[config.mk]
export PLATFORM = sky130hd
export DESIGN_NAME = cmd_status_mailbox
export DESIGN_NICKNAME = d
export VERILOG_FILES = /design/src/rtl/mailbox_pkg.sv /design/src/rtl/mbx_fifo.sv /design/src/rtl/mbx_datapath.sv /design/src/rtl/mbx_ctrl.sv /design/src/rtl/cmd_status_mailbox.sv
export SDC_FILE = /design/constraint.sdc
export NUM_CORES = 1
export LEC_CHECK = 0
export CORE_MARGIN = 10
export CORE_UTILIZATION = 59
export DETAILED_ROUTE_END_ITERATION = 8
export GPL_ROUTABILITY_DRIVEN = 0
export PLACE_DENSITY = 0.79
export SKIP_LAST_GASP = 1
export SLEW_MARGIN = 25
export SYNTH_ARGS = -nofsm -noshare
export SYNTH_HDL_FRONTEND = slang
export SYNTH_SLANG_ARGS = --single-unit
export TNS_END_PERCENT = 1
[constraint.sdc]
create_clock -name clk -period 2.8 [get_ports clk]
set_input_delay 0.84 -clock clk [delete_from_list [all_inputs] [get_ports clk]]
set_output_delay 0.84 -clock clk [all_outputs]
set_load 0.01 [all_outputs]
[src/rtl/mailbox_pkg.sv]
package mailbox_pkg;

  // Control register layout, bit 7 down to bit 0.
  typedef struct packed {
    logic decIntEn;     // 7
    logic dteIntEn;     // 6
    logic cmdIntEn;     // 5
    logic breakOff;     // 4: 1 disables command break
    logic dataWaitOff;  // 3: 1 disables data wait
    logic stsWaitOff;   // 2: 1 disables status wait
    logic dataOutEn;    // 1
    logic stsOutEn;     // 0
  } ctrl_t;

  typedef struct packed {
    logic cmdPush;
    logic cmdPop;
    logic stsPush;
    logic stsPop;
    logic stsFlush;
  } strobe_t;

endpackage

[src/rtl/mbx_fifo.sv]
module mbx_fifo #(
  parameter int DEPTH = 12,
  parameter int WIDTH = 8,
  localparam int LW = $clog2(DEPTH + 1),
  localparam int PW = $clog2(DEPTH)
) (
  input  logic             clk,
  input  logic             rstN,
  input  logic             push,
  input  logic             pop,
  input  logic             flush,
  input  logic [WIDTH-1:0] wrData,
  output logic [WIDTH-1:0] rdData,
  output logic [LW-1:0]    level
);

  logic [WIDTH-1:0] mem [DEPTH];
  logic [PW-1:0]    wPtr, rPtr;
  logic             isEmpty, isFull, doPush, doPop;

  assign isEmpty = (level == '0);
  assign isFull  = (level == LW'(DEPTH));
  assign doPush  = push && !isFull && !flush;
  assign doPop   = pop && !isEmpty && !flush;
  assign rdData  = isEmpty ? '1 : mem[rPtr];

  function automatic logic [PW-1:0] bump(input logic [PW-1:0] p);
    return (p == PW'(DEPTH - 1)) ? '0 : p + 1'b1;
  endfunction

  always_ff @(posedge clk) begin
    if (doPush) mem[wPtr] <= wrData;
  end

  always_ff @(posedge clk or negedge rstN) begin
    if (!rstN) begin
      wPtr  <= '0;
      rPtr  <= '0;
      level <= '0;
    end else if (flush) begin
      wPtr  <= '0;
      rPtr  <= '0;
      level <= '0;
    end else begin
      if (doPush) wPtr <= bump(wPtr);
      if (doPop)  rPtr <= bump(rPtr);
      case ({doPush, doPop})
        2'b10:   level <= level + 1'b1;
        2'b01:   level <= level - 1'b1;
        default: level <= level;
      endcase
    end
  end

endmodule

[src/rtl/mbx_datapath.sv]
module mbx_datapath import mailbox_pkg::*; #(
  parameter int DEPTH = 12,
  parameter int WIDTH = 8,
  localparam int LW = $clog2(DEPTH + 1)
) (
  input  logic             clk,
  input  logic             rstN,
  input  strobe_t          stb,
  input  logic [WIDTH-1:0] hostCmdData,
  input  logic [WIDTH-1:0] cpuStsData,
  output logic [WIDTH-1:0] cpuCmdData,
  output logic [WIDTH-1:0] hostStsData,
  output logic [LW-1:0]    cmdLevel,
  output logic [LW-1:0]    stsLevel
);

  mbx_fifo #(.DEPTH(DEPTH), .WIDTH(WIDTH)) cmdFifo (
    .clk(clk), .rstN(rstN),
    .push(stb.cmdPush), .pop(stb.cmdPop), .flush(1'b0),
    .wrData(hostCmdData), .rdData(cpuCmdData), .level(cmdLevel)
  );

  mbx_fifo #(.DEPTH(DEPTH), .WIDTH(WIDTH)) stsFifo (
    .clk(clk), .rstN(rstN),
    .push(stb.stsPush), .pop(stb.stsPop), .flush(stb.stsFlush),
    .wrData(cpuStsData), .rdData(hostStsData), .level(stsLevel)
  );

endmodule

[src/rtl/mbx_ctrl.sv]
module mbx_ctrl import mailbox_pkg::*; #(
  parameter int DEPTH = 12,
  localparam int LW = $clog2(DEPTH + 1)
) (
  input  logic          clk,
  input  logic          rstN,
  input  logic          hostCmdWr,
  input  logic          hostStsRd,
  input  logic          cpuCmdRd,
  input  logic          cpuStsWr,
  input  logic          ctrlWr,
  input  logic [7:0]    ctrlData,
  input  logic          dataStart,
  input  logic          dataDone,
  input  logic          dataEndAck,
  input  logic          decodeEvt,
  input  logic          decodeAck,
  input  logic [LW-1:0] cmdLevel,
  input  logic [LW-1:0] stsLevel,
  output strobe_t       stb,
  output ctrl_t         ctrlQ,
  output logic          cmdPending,
  output logic          stsBusy,
  output logic          dataBusy,
  output logic          dteFlag,
  output logic          decFlag,
  output logic          stenN,
  output logic          dtenN,
  output logic          cpuIntN
);

  logic cmdEmpty, cmdFull, stsEmpty, stsFull, stsLast;
  logic breakHit, stsAbort, dataAbort;

  assign cmdEmpty = (cmdLevel == '0);
  assign cmdFull  = (cmdLevel == LW'(DEPTH));
  assign stsEmpty = (stsLevel == '0);
  assign stsFull  = (stsLevel == LW'(DEPTH));
  assign stsLast  = (stsLevel == LW'(1));

  assign breakHit  = hostCmdWr && !ctrlQ.breakOff;
  assign stsAbort  = !ctrlQ.stsOutEn || breakHit;
  assign dataAbort = !ctrlQ.dataOutEn || breakHit;

  always_comb begin
    stb.cmdPush  = hostCmdWr && !cmdFull;
    stb.cmdPop   = cpuCmdRd && !cmdEmpty;
    stb.stsFlush = stsAbort;
    stb.stsPush  = cpuStsWr && !stsFull && !stsAbort;
    stb.stsPop   = hostStsRd && !stsEmpty && !stsAbort;
  end

  always_ff @(posedge clk or negedge rstN) begin
    if (!rstN) begin
      ctrlQ    <= '0;
      stsBusy  <= 1'b0;
      dataBusy <= 1'b0;
      dteFlag  <= 1'b0;
      decFlag  <= 1'b0;
    end else begin
      if (ctrlWr) ctrlQ <= ctrl_t'(ctrlData);

      if (stsAbort)                    stsBusy <= 1'b0;
      else if (cpuStsWr)               stsBusy <= 1'b1;
      else if (stb.stsPop && stsLast)  stsBusy <= 1'b0;

      if (dataAbort)      dataBusy <= 1'b0;
      else if (dataStart) dataBusy <= 1'b1;
      else if (dataDone)  dataBusy <= 1'b0;

      if (dataDone && dataBusy && !dataAbort) dteFlag <= 1'b1;
      else if (dataEndAck)                    dteFlag <= 1'b0;

      if (decodeEvt)      decFlag <= 1'b1;
      else if (decodeAck) decFlag <= 1'b0;
    end
  end

  assign cmdPending = !cmdEmpty;
  assign stenN = !(stsBusy && (ctrlQ.stsWaitOff || !dataBusy));
  assign dtenN = !(dataBusy && (ctrlQ.dataWaitOff || !stsBusy));
  assign cpuIntN = !(|({ctrlQ.decIntEn, ctrlQ.dteIntEn, ctrlQ.cmdIntEn}
                       & {decFlag, dteFlag, cmdPending}));

endmodule

[src/rtl/cmd_status_mailbox.sv]
module cmd_status_mailbox import mailbox_pkg::*; #(
  parameter int DEPTH = 12,
  parameter int WIDTH = 8,
  localparam int LW = $clog2(DEPTH + 1)
) (
  input  logic             clk,
  input  logic             rstN,
  input  logic             hostCmdWr,
  input  logic [WIDTH-1:0] hostCmdData,
  input  logic             hostStsRd,
  output logic [WIDTH-1:0] hostStsData,
  output logic             stenN,
  output logic             dtenN,
  input  logic             cpuCmdRd,
  output logic [WIDTH-1:0] cpuCmdData,
  input  logic             cpuStsWr,
  input  logic [WIDTH-1:0] cpuStsData,
  input  logic             ctrlWr,
  input  logic [7:0]       ctrlData,
  input  logic             dataStart,
  input  logic             dataDone,
  input  logic             dataEndAck,
  input  logic             decodeEvt,
  input  logic             decodeAck,
  output logic             cmdPending,
  output logic             stsBusy,
  output logic             dataBusy,
  output logic             dteFlag,
  output logic             decFlag,
  output logic             cpuIntN
);

  strobe_t       stb;
  ctrl_t         ctrlQ;
  logic [LW-1:0] cmdLevel, stsLevel;

  mbx_ctrl #(.DEPTH(DEPTH)) ctrlUnit (
    .clk(clk), .rstN(rstN),
    .hostCmdWr(hostCmdWr), .hostStsRd(hostStsRd),
    .cpuCmdRd(cpuCmdRd), .cpuStsWr(cpuStsWr),
    .ctrlWr(ctrlWr), .ctrlData(ctrlData),
    .dataStart(dataStart), .dataDone(dataDone), .dataEndAck(dataEndAck),
    .decodeEvt(decodeEvt), .decodeAck(decodeAck),
    .cmdLevel(cmdLevel), .stsLevel(stsLevel),
    .stb(stb), .ctrlQ(ctrlQ),
    .cmdPending(cmdPending), .stsBusy(stsBusy), .dataBusy(dataBusy),
    .dteFlag(dteFlag), .decFlag(decFlag),
    .stenN(stenN), .dtenN(dtenN), .cpuIntN(cpuIntN)
  );

  mbx_datapath #(.DEPTH(DEPTH), .WIDTH(WIDTH)) dataUnit (
    .clk(clk), .rstN(rstN), .stb(stb),
    .hostCmdData(hostCmdData), .cpuStsData(cpuStsData),
    .cpuCmdData(cpuCmdData), .hostStsData(hostStsData),
    .cmdLevel(cmdLevel), .stsLevel(stsLevel)
  );

endmodule

# Word-level counts from Yosys, hierarchy flattened
# Memory sizes are Yosys's and may differ from the RTL's.
# Index checks and enable logic that the tools add are counted.
# word_totals
register_bits,36
mem_bits_rw,192
in_bits,36
out_inout_bits,24
wordCells,114
memories,2
# mem_list
name,depth,word_bits,read_ports,rd_ports_with_merged_regs,write_ports,line_no,rtl
dataUnit.cmdFifo.mem,12,8,1,0,1,mbx_fifo.sv:17,logic [WIDTH-1:0] mem [DEPTH];
dataUnit.stsFifo.mem,12,8,1,0,1,mbx_fifo.sv:17,
# op_classes
addsub,8
eq_ne,11
n_mux,27
bitwise,1
reduce_logical,47
# ops
op,count
4-bit two-way mux,9
4-bit by 1-bit adder with 4-bit output (second input constant),6
4-bit == test (second input constant),6
1-bit logical AND,18
8-bit two-way mux,2
4-bit case mux with 2 select lines,2
1-bit logical NOT,14
1-bit two-way mux,14
2-bit nonzero test,5
3-bit nonzero test,3
4-bit logical NOT,2
4-bit by 1-bit subtractor with 4-bit output (second input constant),2
2-bit by 1-bit == test with 1-bit output (second input constant),2
2-bit == test (second input constant),2
4-bit by 1-bit == test with 1-bit output (second input constant),1
1-bit logical OR,4
3-bit AND,1
3-bit OR reduction,1

# Logic depth before layout (Yosys ltp)
# Gate-level depths: netlist of the first run.
# depth
ltp_word,10
depth_mapped,10
depth_no_buf,10

# Modules after synthesis
# A second synthesis of the first run with hierarchy kept.
# unflattened
hier_cells,617
area_unflattened_um2,9894.5
# by_module_without_submodules
mod,instances,cells_each,area_per_inst_um2,seq_area_each_um2
mbx_fifo (dataUnit.stsFifo),1,283,4674.5,3183.1
mbx_fifo (dataUnit.cmdFifo),1,283,4652.0,3183.1
mbx_ctrl,1,50,564.3,300.3
mbx_datapath,1,1,3.8,0.0

# Least setup slack after synthesis of the first run
# OpenSTA, ideal clock, no wires.
# synth_path
kind,reg-to-output
start,register dataUnit.cmdFifo.level[2]
end,output cpuIntN
arrival_ns,1.476
t_required_ns,1.960
setup_slack_ns,0.484
path_stages_with_launch,4
cell_sequence,dfrtp_1 or4_1 buf_6 a222oi_1
# synth_between
elab_chain_cells,5
# synth_lines
item,line_no,rtl
start: declaration,mbx_fifo.sv:14,output logic [LW-1:0] level
start signal: assignment,mbx_fifo.sv:48,2'b10: level <= level + 1'b1;
start signal: assignment,mbx_fifo.sv:49,2'b01: level <= level - 1'b1;
start signal: assignment,mbx_fifo.sv:50,default: level <= level;
4-bit logical NOT,mbx_ctrl.sv:35,assign cmdEmpty = (cmdLevel == '0);
1-bit logical NOT,mbx_ctrl.sv:79,assign cmdPending = !cmdEmpty;
via cmdPending,cmd_status_mailbox.sv:25,"output logic cmdPending,"
3-bit AND,mbx_ctrl.sv:83,"& {decFlag, dteFlag, cmdPending}));"
3-bit OR reduction,mbx_ctrl.sv:82,"assign cpuIntN = !(|({ctrlQ.decIntEn, ctrlQ.dteIntEn, ctrlQ.cmdIntEn}"
1-bit logical NOT,mbx_ctrl.sv:82,
end: declaration,cmd_status_mailbox.sv:30,output logic cpuIntN
# The timed path passes the listed nets, and every way through them passes these cells.

# Worst setup path after layout of the first run
# layout_path
start,register dataUnit.stsFifo.rPtr[0]
end,output hostStsData[1]
# layout_between
elab_chain_cells,2
# layout_lines
item,line_no,rtl
start: declaration,mbx_fifo.sv:18,"logic [PW-1:0] wPtr, rPtr;"
start signal: assignment,mbx_fifo.sv:46,if (doPop) rPtr <= bump(rPtr);
memory 12 x 8 bit,n/a,
8-bit two-way mux,mbx_fifo.sv:25,assign rdData = isEmpty ? '1 : mem[rPtr];
end: declaration,cmd_status_mailbox.sv:11,"output logic [WIDTH-1:0] hostStsData,"
# Every way passes these cells.

==> results of run 1 <==
## critical path, stage by stage, from the launching register on
cell	delay, ns
dfrtp_2	0.45
buf_12	0.15
and2_2	0.28
a22oi_2	0.19
nand2_1	0.12
o21ai_1	0.15
clkdlybuf4s15_2	0.25
## where the power goes
| group | internal [µW] | switching [µW] |
|---|---|---|
| Combinational | 1540 | 1650 |
| Sequential | 3980 | 175 |
| Clock | 1690 | 1200 |
## per-stage QoR
stage	instance area, µm²	std cells	setup slack [ns]	util (%)	TNS [ns]
2_1_floorplan	9650	607	0.484	-	0
3_3_place_gp	10900	906	0.0443	68.6	0
3_5_place_dp	10900	906	-0.0117	68.6	-0.0247
4_1_cts	11800	956	-0.147	74.2	-2.24
5_1_grt	11900	957	-0.196	74.3	-2.62
6_report	11900	957	-0.142	74.3	-1.39
## logic make-up after synthesis
family	after synthesis
adder cells (fa/ha/maj)	16
multiplexers	86
flip-flops	228
buffers and inverters	48
AND/OR/NAND/NOR	129
XOR/XNOR	6
AO/OA/AOI/OAI	94
## synth_stat cells (3+ instances only)
cell      number
and3_1         9
a31oi_1        9
mux4_2        23
or3_1          3
o221ai_1       8
a21oi_1       22
clkbuf_1      11
buf_6          6
edfxtp_1     192
nor3_1         3
inv_1         16
o21ai_1       10
o21ai_0       13
buf_4          4
and2_1        19
dfrtp_1       36
nor2_1        17
xor2_1         4
nand2_1       48
nand3_1        5
mux2i_1       51
nor2b_1        6
a22oi_1       16
ha_1          16
buf_2          5
buf_1          3
mux2_2         9
## routing by layer
layer	GRT usage, %	wire length, µm	share of wire [%]	up-vias
met5	0	0	0	-
met4	7.78	845	4.0	0
met3	3.02	999	4.8	60
met2	35.2	11300	54	197
met1	22.2	7860	37	2880
li1	-	-	-	2590
## timing repair
action                                 in CTS  in global routing
resized for setup                          71                 26
cloned                                      0                  1
pin swaps                                   7                  3
buffers inserted                           10                  0
setup endpoints to repair                  18                 17
endpoints found under the hold margin       0                  0
## placed cells by master, fill, tap and decap left out, types with 9 or more instances in the layout
| cell type | instances |
|---|---|
| dfrtp_1 | 33 |
| mux2_2 | 9 |
| ha_1 | 16 |
| o21ai_1 | 10 |
| buf_4 | 40 |
| buf_12 | 17 |
| mux2i_1 | 44 |
| clkdlybuf4s50_1 | 40 |
| nand2_1 | 47 |
| edfxtp_1 | 192 |
| a22oi_1 | 12 |
| o21ai_0 | 13 |
| inv_1 | 16 |
| a21oi_1 | 21 |
| clkbuf_16 | 23 |
| nor2_1 | 16 |
| and3_1 | 9 |
| and2_1 | 18 |
| mux4_2 | 23 |
## worst paths after layout
| kind | depth (start not counted) | slack [ns] | start | endpoint |
|---|---|---|---|---|
| worst max-delay path | 6 | -0.14 | dataUnit.stsFifo.rPtr[0] | hostStsData[1] |
| worst min-delay path | 1 | 0.44 | rstN | ctrlUnit.stsBusy |
| max in group asynchronous | 1 | 1.78 | rstN | dataUnit.cmdFifo.rPtr[1] |
| worst min register to register | 1 | 0.51 | ctrlUnit.ctrlQ[4] | ctrlUnit.ctrlQ[4] |
| min in group clk | 1 | 0.51 | ctrlUnit.ctrlQ[4] | ctrlUnit.ctrlQ[4] |
| worst max register to register | 10 | 0.44 | dataUnit.cmdFifo.level[3] | dataUnit.cmdFifo.level[2] |
## final cells by class
cell class | instances | area (µm²) | area share (%)
Clock inverter | 11 | 106 | 0.897
Tap cell | 216 | 270 | 2.28
Clock buffer | 29 | 598 | 5.05
Inverter | 19 | 72.6 | 0.612
Sequential cell | 228 | 6670 | 56.3
Timing Repair Buffer | 123 | 1260 | 10.6
Multi-Input combinational cell | 331 | 2870 | 24.3
==> run metrics, run 1 <==
unrepaired setup endpoints after global routing=true; first-pass iteration count of the detailed router=5; critical path required time=1.96 ns; share of post-route cells with drive strength above 1=24.8%; sequential share of the synthesized area=69.1%; CTS tree=yes; H-Tree Depth=1; via count of the first global-routing pass=6068; port buffer count=59; drt total wl=21.0 mm; Max-slew headroom=45.0%; number of antenna violations at the first check in global routing=0; minimum hold slack=0.440 ns; portion of netlist area occupied by mux cells=12.2%; total core area=15900 µm²; run status=complete, but fails checks; Post-synth EDFFs=192; final setup violation count=16; distinct cell type count after synthesis=62; Post-Syn Nets=659; max-cap violation count=0; CTS buffer count=23; Routed wire per std cell=22.0 µm; leakage dissipation=0.00420 µW; Yosys Warn Count=0; total number of clock tree sinks=228; global-route wire length before repair=33.2 mm; share of synthesized flip-flops with an asynchronous set or reset=15.8%; DIE HEIGHT=148 µm; final-report hold violation count=0; worst hold-check path type=in2async; transition at the pin with the smallest max-transition slack=0.825 ns; endpoint type of the worst setup path=output port; fill cell instance count of the final layout=968; maximum number of pins on one net before global-route repair=37; largest fanout on the critical path=8; highest clock frequency the design can meet=340 MHz; Primary FF master, synth=edfxtp_1; Final period util=105%; Clock transition at path regs=0.06 ns; hold-fix buffer count after cts=0; share of the synthesized area in the top cell type=59.7%; Post-Synthesis Cell Area=9650 µm²; Power Density=863 nW/µm²; largest clock skew in the final design=0.0152 ns; maximum buffer depth of the clock tree=3; synth top area cells=edfxtp_1, dfrtp_1, mux4_2; WS Path Type=reg2out; DP HPWL=13.8 mm; number of standard cells after synthesis=607; total number of placement rows=46; Remaining Overflow, GRT=0; Die Area=21900 µm²; Area growth, synth to finish=22.8%; Synth Area in Compound Gates=6.46%; number of antenna-violating nets in the routed design=0; flip-flop and latch count after synthesis=228; Worst setup SP type=flop; number of pins exceeding their max-slew limit in the final report=0; horizontal die dimension=148 µm; violated checks=setup timing; worst IR drop on VDD=0.000985 V; Final Net Count=778; Arrival @ worst endpoint=2.10 ns; number of diodes=0; total power draw=10200 µW; DRC violations left=0; vias post-DR=5727; largest area contributor in the netlist=edfxtp_1; PnR worst setup slack=-0.142 ns; final worst path period need=2.94 ns; Post-Synth Simple-Gate Area=6.95%; post-synthesis average cell area=15.9 µm²; leading registers by flop count=dataUnit.cmdFifo.mem (96), dataUnit.stsFifo.mem (96), ctrlUnit.ctrlQ (8); xor and xnor area share after synthesis=0.687%; post-DR vias/cell=5.98; global routing usage summed across all routing layers=19.3%; largest family of logic cells by synthesized area=multiplexers; Synth Area in Adders=2.07%; # IOs=60; Detailed Route Iter0 Violations=394; Clk Latency, worst-skew pair=0.50 ns; cell at the root of the clock tree=clkbuf_16; Initial Util=60.5%
Power figures use the tool's default switching activity.
==> run 2: changes to the inputs <==
Settings changed: SETUP_SLACK_MARGIN from default to 0.1.
Clock period 2.8 ns to 3.03 ns, I/O delays scaled along.
==> run metrics, run 2 (synthesized netlist as in run 1, its figures left out) <==
highest clock frequency the design can meet=330 MHz; multi-input combinational cell area=2830 µm²; Clock transition at path regs=0.06 ns; maximum buffer depth of the clock tree=3; unrepaired setup endpoints after global routing=true; Buffers & Inverters on Critical Path=2; number of pins exceeding their max-slew limit in the final report=0; PnR worst setup slack=0.000389 ns; leading cell type in the layout, fill and taps excluded=edfxtp_1; Power Density=818 nW/µm²; CTS tree=yes; leading registers by flop count=dataUnit.cmdFifo.mem (96), dataUnit.stsFifo.mem (96), ctrlUnit.ctrlQ (8); minimum hold slack=0.501 ns; crit-path cells=buf_8, mux4_2, a31oi_4, nand2_1, buf_2; final worst path period need=3.03 ns; commonest cells after routing, fill and taps aside=edfxtp_1, mux2i_1, nand2_1; fill cell instance count of the final layout=994; critical path required time=2.12 ns; Routed wire per std cell=22.5 µm; hold-fix buffer count after cts=0; number of diodes=0; Place WS=0.0169 ns; final-report hold violation count=0; WS Path Type=reg2out; Initial Util=60.5%; via count of the first global-routing pass=6145; placed cell area=10600 µm²; DP HPWL=13.5 mm; global routing usage summed across all routing layers=19.2%; H-Tree Depth=1; Die Area=21900 µm²; leakage dissipation=0.00407 µW; Slowest cell on crit path=mux4_2; Remaining Overflow, GRT=0; maximum number of pins on one net before global-route repair=37; DIE HEIGHT=148 µm; largest clock skew in the final design=0.0138 ns; fin area=11500 µm²; Arrival @ worst endpoint=2.12 ns; Max-slew headroom=44.3%; port buffer count=59; horizontal die dimension=148 µm; first-pass iteration count of the detailed router=5; post-DR vias/cell=6.10; Final period util=100%; Detailed Route Iter0 Violations=465; largest fanout on the critical path=7; CTS buffer count=23; final setup violation count=0; cell at the root of the clock tree=clkbuf_16; Worst setup SP type=flop; total core area=15900 µm²; worst hold-check path type=in2async; Final Net Count=756; endpoint type of the worst setup path=output port; vias post-DR=5683; combined flip-flop and latch cell area=6670 µm²; worst IR drop on VDD=0.000585 V; Area growth, synth to finish=19.2%; number of antenna-violating nets in the routed design=0; Post-Route Utilization=72.2%; # IOs=60; total number of placement rows=46; share of post-route cells with drive strength above 1=20.9%; global-route wire length before repair=33.4 mm; run status=finished, final reports clean; Clk Latency, worst-skew pair=0.51 ns; worst stage delay on the critical path=0.54 ns; drt total wl=21.0 mm; max-cap violation count=0; transition at the pin with the smallest max-transition slack=0.836 ns; total power draw=9420 µW; number of antenna violations at the first check in global routing=0; Top Family by Delay on Critical Path=multiplexers; DRC violations left=0; total number of clock tree sinks=228
run 2: per-layer routing:
layer  global-route usage, %  vias up  part of all wire [%]
met3                    2.90       58                   5.3
met1                    21.9     2868                    38
met2                    35.9      217                    54
li1                        -     2540                     -
met5                       0        -                     0
met4                    6.59        0                   3.0
run 2: stage by stage:
step / TNS (ns) / cells
after floorplan: 0 / 607
after global placement: 0 / 885
after detailed placement: 0 / 885
after CTS: 0 / 932
after global routing: -0.486 / 932
final: 0 / 932
run 2: cell type report:
| class | count | area share, % |
|---|---|---|
| multi-input combinational | 332 | 24.6 |
| tap | 216 | 2.35 |
| clock buffer | 27 | 5.22 |
| clock inverter | 10 | 1.17 |
| inverter | 19 | 0.620 |
| sequential | 228 | 58.0 |
| timing repair buffer | 100 | 8.00 |
run 2: power by group:
group          switching, µW  total (µW)  internal, µW
combinational           1420        2690          1270
clock                   1130        2800          1670
sequential               251        3930          3680
total                   2800        9420          6610
run 2: timing repair:
| item | 4_1_cts | 5_1_grt |
|---|---|---|
| gates resized for setup | 94 | 0 |
| setup buffers | 9 | 0 |
| endpoints found under the setup margin | 18 | 18 |
| gates cloned | 1 | 0 |
| pin swaps | 14 | 0 |
run 2: final timing paths:
check                                           from                   endpoint  slack [ns]  cells past startpoint
hold reg to reg                    ctrlUnit.ctrlQ[4]          ctrlUnit.ctrlQ[4]        0.51                      1
max in group asynchronous                       rstN   dataUnit.cmdFifo.rPtr[1]        1.91                      1
setup / recovery            dataUnit.cmdFifo.rPtr[1]              cpuCmdData[7]      0.0004                      5
setup reg to reg           dataUnit.cmdFifo.level[3]  dataUnit.cmdFifo.level[2]        0.50                     10
hold / removal                                  rstN          ctrlUnit.ctrlQ[5]        0.50                      1
min in group clk                   ctrlUnit.ctrlQ[4]          ctrlUnit.ctrlQ[4]        0.51                      1
